`config.mk`:
```
export PLATFORM = sky130hd
export DESIGN_NAME = hw_coalescer
export DESIGN_NICKNAME = d
export VERILOG_FILES = /design/src/rtl/hwc_pkg.sv /design/src/rtl/hwc_match.sv /design/src/rtl/hwc_pick.sv /design/src/rtl/hwc_seq.sv /design/src/rtl/hw_coalescer.sv
export SDC_FILE = /design/constraint.sdc
export NUM_CORES = 2
export LEC_CHECK = 0
export BUFFER_PORTS_ARGS = -buffer_cell sky130_fd_sc_hd__buf_2
export CORE_MARGIN = 1.5
export CORE_UTILIZATION = 30
export DETAILED_ROUTE_END_ITERATION = 7
export PLACE_DENSITY_LB_ADDON = 0.2
export SKIP_CTS_REPAIR_TIMING = 1
export SLEW_MARGIN = 20
export SYNTH_ARGS = -nofsm -noshare
export SYNTH_HDL_FRONTEND = slang
export SYNTH_SLANG_ARGS = --single-unit
```
`constraint.sdc`:
```
create_clock -name clk -period 5.11 [get_ports clk]
set_input_delay 1.022 -clock clk [delete_from_list [all_inputs] [get_ports clk]]
set_output_delay 1.022 -clock clk [all_outputs]
set_load 0.02 [all_outputs]
```
`src/rtl/hwc_pkg.sv`:
```
package hwc_pkg;
  typedef logic [1:0] size_code_t;
  localparam size_code_t SIZE_CODE_WIDE = 2'd3;

  function automatic int unsigned lane_bytes(size_code_t c);
    return 32'd4 << c;
  endfunction
endpackage

```
`src/rtl/hwc_match.sv`:
```
module hwc_match #(
  parameter int LANES = 16,
  parameter int AW    = 32
) (
  input  logic [LANES*AW-1:0] addr,
  input  logic [LANES-1:0]    en,
  input  hwc_pkg::size_code_t size_code,
  output logic                mergeable
);
  logic [AW-1:0]    base;
  logic [2:0]       shift;
  logic [AW-1:0]    align_mask;
  logic [LANES-1:0] lane_ok;

  assign base       = addr[AW-1:0];
  assign shift      = {1'b0, size_code} + 3'd2;
  assign align_mask = (AW'(LANES) << shift) - AW'(1);

  for (genvar n = 0; n < LANES; n++) begin : g_lane
    assign lane_ok[n] = !en[n] || (addr[n*AW +: AW] == base + (AW'(n) << shift));
  end

  assign mergeable = (size_code != hwc_pkg::SIZE_CODE_WIDE) && ((base & align_mask) == '0)
                     && (&lane_ok) && (|en);
endmodule

```
`src/rtl/hwc_pick.sv`:
```
module hwc_pick #(
  parameter int LANES = 16,
  localparam int IDX_W = $clog2(LANES)
) (
  input  logic [LANES-1:0] mask,
  output logic [IDX_W-1:0] idx
);
  always_comb begin
    idx = '0;
    for (int i = LANES - 1; i >= 0; i--) begin
      if (mask[i]) idx = IDX_W'(i);
    end
  end
endmodule

```
`src/rtl/hwc_seq.sv`:
```
module hwc_seq #(
  parameter int LANES = 16,
  parameter int AW    = 32,
  localparam int IDX_W = $clog2(LANES),
  localparam int BW    = $clog2(LANES * 32) + 1
) (
  input  logic                clk,
  input  logic                rst_n,
  input  logic                in_valid,
  output logic                in_ready,
  input  logic [LANES*AW-1:0] in_addr,
  input  logic [LANES-1:0]    in_en,
  input  hwc_pkg::size_code_t in_size,
  input  logic                merge_in,
  output logic [LANES-1:0]    pend_o,
  input  logic [IDX_W-1:0]    pick_idx,
  output logic                req_valid,
  input  logic                req_ready,
  output logic [AW-1:0]       req_addr,
  output logic [BW-1:0]       req_bytes,
  output logic [IDX_W-1:0]    req_lane,
  output logic                req_burst,
  output logic                grp_coalesced
);
  logic [LANES-1:0][AW-1:0] addr_q;
  hwc_pkg::size_code_t      size_q;
  logic [LANES-1:0]         pend_q;
  logic                     merge_q;
  logic                     accept;
  logic                     take;

  assign in_ready  = ~(|pend_q);
  assign accept    = in_valid && in_ready;
  assign req_valid = |pend_q;
  assign take      = req_valid && req_ready;
  assign pend_o    = pend_q;
  assign req_burst = req_valid && merge_q;
  assign req_lane  = merge_q ? '0 : pick_idx;
  assign req_addr  = addr_q[req_lane];
  assign req_bytes = merge_q ? BW'(hwc_pkg::lane_bytes(size_q) * LANES)
                             : BW'(hwc_pkg::lane_bytes(size_q));

  always_ff @(posedge clk) begin
    if (!rst_n) begin
      pend_q        <= '0;
      merge_q       <= 1'b0;
      grp_coalesced <= 1'b0;
      size_q        <= '0;
      addr_q        <= '0;
    end else if (accept) begin
      addr_q        <= in_addr;
      size_q        <= in_size;
      merge_q       <= merge_in;
      grp_coalesced <= merge_in;
      pend_q        <= merge_in ? LANES'(1) : in_en;
    end else if (take) begin
      pend_q <= merge_q ? '0 : (pend_q & ~(LANES'(1) << pick_idx));
    end
  end

  AST_STALL_HOLDS: assert property (@(posedge clk) disable iff (!rst_n)
    req_valid && !req_ready |=> req_valid && $stable(req_addr) && $stable(req_bytes) && $stable(req_lane));
  AST_BURST_ALIGNED: assert property (@(posedge clk) disable iff (!rst_n)
    req_burst |-> ((req_addr & AW'(req_bytes - BW'(1))) == '0));
  AST_LANES_ASCEND: assert property (@(posedge clk) disable iff (!rst_n)
    take && !req_burst |=> !req_valid || (req_lane > $past(req_lane)));
  AST_BURST_SINGLE: assert property (@(posedge clk) disable iff (!rst_n)
    take && req_burst |=> !req_valid);
  AST_BUSY_AFTER_ACCEPT: assert property (@(posedge clk) disable iff (!rst_n)
    accept && (|in_en) |=> !in_ready);
  AST_EMPTY_GROUP: assert property (@(posedge clk) disable iff (!rst_n)
    accept && !(|in_en) |=> !req_valid && in_ready);
endmodule

```
`src/rtl/hw_coalescer.sv`:
```
module hw_coalescer #(
  parameter int LANES = 16,
  parameter int AW    = 32,
  localparam int IDX_W = $clog2(LANES),
  localparam int BW    = $clog2(LANES * 32) + 1
) (
  input  logic                clk,
  input  logic                rst_n,
  input  logic                in_valid,
  output logic                in_ready,
  input  logic [LANES*AW-1:0] in_addr,
  input  logic [LANES-1:0]    in_en,
  input  logic [1:0]          in_size,
  output logic                req_valid,
  input  logic                req_ready,
  output logic [AW-1:0]       req_addr,
  output logic [BW-1:0]       req_bytes,
  output logic [IDX_W-1:0]    req_lane,
  output logic                req_burst,
  output logic                grp_coalesced
);
  logic             mergeable;
  logic [LANES-1:0] pend;
  logic [IDX_W-1:0] first_lane;

  hwc_match #(.LANES(LANES), .AW(AW)) i_match (
    .addr(in_addr), .en(in_en), .size_code(in_size), .mergeable(mergeable)
  );

  hwc_pick #(.LANES(LANES)) i_pick (
    .mask(pend), .idx(first_lane)
  );

  hwc_seq #(.LANES(LANES), .AW(AW)) i_seq (
    .clk(clk), .rst_n(rst_n),
    .in_valid(in_valid), .in_ready(in_ready),
    .in_addr(in_addr), .in_en(in_en), .in_size(in_size),
    .merge_in(mergeable), .pend_o(pend), .pick_idx(first_lane),
    .req_valid(req_valid), .req_ready(req_ready),
    .req_addr(req_addr), .req_bytes(req_bytes), .req_lane(req_lane),
    .req_burst(req_burst), .grp_coalesced(grp_coalesced)
  );
endmodule

```
==> results.md <==
* First-pass GRT wire length at 389000 microns
* Worst EP arrival at 5860 ps
* Fmax at 189 MHz
* Area growth syn-to-layout at 41.0%
* Final WS setup at -177 ps
* Wire per inst at 33.7 microns
* Period minus WS final at 5290 ps
* Initial Util at 30.2%
* Clock skew at 31.6 ps
* Cell variety after synth at 103
* Maximum root-to-sink buffer count at 3
* Grt ovf at 0
* CP Max Fanout at 8
* Combinational group share of total power at 57.1%
* Clock network fraction of design power at 22.4%
* Setup violation total in the final timing report at 18
* Hold Crit Class: flop to flop
* Routed vias/inst at 5.77
* IO buf count at 581
* MaxCap Viol Count at 0
* Most frequent cell on the critical path: buf_4
* Fillers at 14345
* Pre-CTS WS at -1420 ps
* Initial DRT Pass Iterations at 6
* Clock slew at reported path FFs at 60 ps
* Peak VDD IR at 0.485 mV
* Post-detailed-route count of antenna-violating nets at 0
* Slew margin rel. at 5.57%
* Pleak at 22.4 nW
* FF-to-FF setup slack at 1730 ps
* Core Rows at 136
* Switching Fraction at 46.9%
* Mapped cell area at 0.0414 sq mm
* Core box area at 0.137 sq mm
* Clock root cell: clkbuf_16
* CTS tree: built
* Yosys warning count at 0
* Iter 0 DRT Violations at 6350
* Post-synthesis instance total at 5576
* Final instance area at 0.0584 sq mm
* Syn Area/Cell at 7.43 sq um
* Final setup TNS at -1730 ps
* Startpoint types: primary input
* Final period util at 103%
* Final Max Slew Viols at 0
* Clock Latency Late Sink at 720 ps
* CP Capture Type: flop
* Clock sink count at 531
* Half-perimeter wire length after detailed placement at 242000 microns
* Overall routed net length at 297000 microns
* Yosys reg bits at 531
* FFs w/ async S/R, synth at 0%
* H-Tree Depth at 3
* Fraction of layout cells with a size suffix above 1 at 30.4%
* Initial antenna violation count at 15
* Buf/Inv on CP at 6
* Vias at 50826
* Number of synthesized flops with an enable pin at 0
* Total track usage at 39.9%
* Placed inst area at 0.0537 sq mm
* Die Height at 374 microns
* Largest net degree at the start of global routing at 145
* Slew @ Worst Pin at 1410 ps
* Die width at 374 microns
* Die area at 0.140 sq mm
* Req. time, crit path at 5690 ps
* Final hold vios at 0
* CP delay by family, top: simple AND/OR/NAND/NOR gates
* Failing checks: setup timing
* Status: finished, violations left
* CP Cell Sequence: buf_2, buf_4, buf_4, and4_1, nand2_1, buf_4, nor3_1, nor2_1, or3_1, a2111oi_2, nand4_1, o41ai_1, buf_4, nand2_1, nor4b_4, a31oi_4, buf_12, a32oi_2, a21oi_1
* Nets at 7563
* Int Power at 0.0121 W
* Vias in the first global route at 46390
* Class of the most critical setup path: primary input to flop
* Crit path largest cell delay at 530 ps
* Top Ports at 584
* GP Congestion at 1.09
* Register area share after synthesis at 25.7%
* Worst path slowest cell: nor3_1
* Synth Flop Type: dfxtp_1
* RSZ-0062 raised after global routing: true
* Pwr Density at 390 mW/mm^2
* Total clock buffers created by CTS at 67
* Reg power frac at 20.4%
* DRC at 0
* Psw at 0.0107 W
[Yosys cell counts, types with 60 or more instances]
master / count / share of area (%)
nand2_1: 1260 / 11
dfxtp_1: 531 / 26
a21boi_0: 519 / 9.4
xnor2_1: 415 / 8.8
clkbuf_1: 316 / 2.9
xor2_1: 258 / 5.5
nand3_1: 203 / 2.5
nor2_1: 198 / 1.8
a21oi_1: 164 / 2.0
o21ai_0: 163 / 2.0
mux2i_1: 151 / 3.7
o22ai_1: 137 / 2.1
o211ai_1: 114 / 2.1
a31oi_1: 81 / 1.2
ha_1: 78 / 2.4
nor3_1: 76 / 0.92
nand4_1: 62 / 0.94
buf_2: 60 / 0.73
[path summary, 6_finish.rpt]
| path | startpoint | endpoint | cells past startpoint |
|---|---|---|---|
| max reg2reg | i_seq.pend_o[0] | i_seq.addr_q[458] | 10 |
| max | in_addr[15] | i_seq.pend_o[1] | 19 |
| min reg2reg | i_seq.addr_q[8] | i_seq.addr_q[8] | 2 |
| min | i_seq.addr_q[8] | i_seq.addr_q[8] | 2 |
[cell families (layout without fill, tap and decap cells)]
kind of cell,Yosys count,after routing,synth area share (%)
muxes,159,159,3.87
DFF,531,531,25.7
AOI/OAI and AO/OA,1553,1553,26.4
and+or+nand+nor,2089,2090,22.6
buffers and inverters,489,1915,4.71
xor gates and xnor gates,676,676,14.4
adders and majority gates,78,78,2.36
other,1,13,0.00906
[worst reg2reg max path, delay by kind of cell (launching register included)]
kind,cells,cell delay (ps)
AO/OA/AOI/OAI,1,180
AND/OR/NAND/NOR,5,1270
buffers and inverters,4,1420
flip-flops,1,410
[through the flow]
step	hold WS (ps)	std cells	power, W	util [%]
2_1_floorplan	443	5578	0.00998	-
3_3_place_gp	449	8600	0.0159	39.2
3_5_place_dp	456	8600	0.0158	39.2
4_1_cts	464	8723	0.0210	40.9
5_1_grt	479	8801	0.0233	42.5
6_report	462	8809	0.0228	42.6
[power groups by stage]
stage	Sequential (W)	Combinational, W	Clock, W
floorplan	0.00468	0.00530	0
global placement	0.00473	0.0111	0
detailed placement	0.00473	0.0111	0
CTS	0.00464	0.0111	0.00517
global route	0.00469	0.0133	0.00533
finish	0.00466	0.0130	0.00512
[layout make-up]
cell class	count	area, sq um	share of cell area [%]
inverters	56	234	0.401
flip-flops and latches	531	10600	18.2
diodes	10	25.0	0.0429
clock inverters	25	402	0.688
multi-input cells	4559	30400	52.1
repair buffers	1736	12500	21.4
well taps	1794	2240	3.85
clock buffers	98	1930	3.31
[flip-flops by register name, summed over array words and instances (netlist names)]
name                 count
i_seq.pend_o            16
i_seq.size_q             2
i_seq.grp_coalesced      1
i_seq.addr_q           512
[layout by cell type (no fill, tap or decap), types with 17 or more instances in the layout]
master / synthesis / layout
nand2b_1: 24 / 22
and2_1: 21 / 17
buf_6: 0 / 30
o221ai_1: 42 / 26
xor2_1: 258 / 257
o21ai_0: 163 / 149
o211ai_1: 114 / 114
nand2_1: 1260 / 1244
a21o_1: 33 / 33
o31ai_1: 21 / 20
inv_1: 55 / 50
a211oi_1: 30 / 28
a21boi_0: 519 / 519
xnor2_1: 415 / 411
mux2i_1: 151 / 147
buf_4: 10 / 1079
clkbuf_1: 316 / 17
nor4_1: 49 / 40
o2111ai_1: 19 / 18
buf_2: 60 / 566
buf_12: 0 / 43
o21a_1: 21 / 21
nor2b_1: 22 / 21
o22ai_1: 137 / 116
dfxtp_1: 531 / 528
ha_1: 78 / 53
nor2_1: 198 / 178
ha_4: 0 / 19
or3_1: 24 / 22
o22ai_2: 0 / 19
clkbuf_16: 0 / 73
nand3_1: 203 / 200
nand4_1: 62 / 62
a21oi_1: 164 / 143
or4_1: 26 / 23
a31oi_1: 81 / 73
nor3_1: 76 / 72
and3_1: 25 / 25
[metal layers]
metal | global-route usage (%) | share of wire (%) | up-vias | routed length (microns)
met3 | 8.60 | 9.3 | 562 | 27500
met1 | 53.8 | 42 | 24883 | 126000
met2 | 59.7 | 42 | 2833 | 125000
met4 | 20.3 | 6.1 | 12 | 18200
met5 | 0 | 0.042 | - | 126
li1 | - | - | 22536 | -
Power figures use the tool's default switching activity.
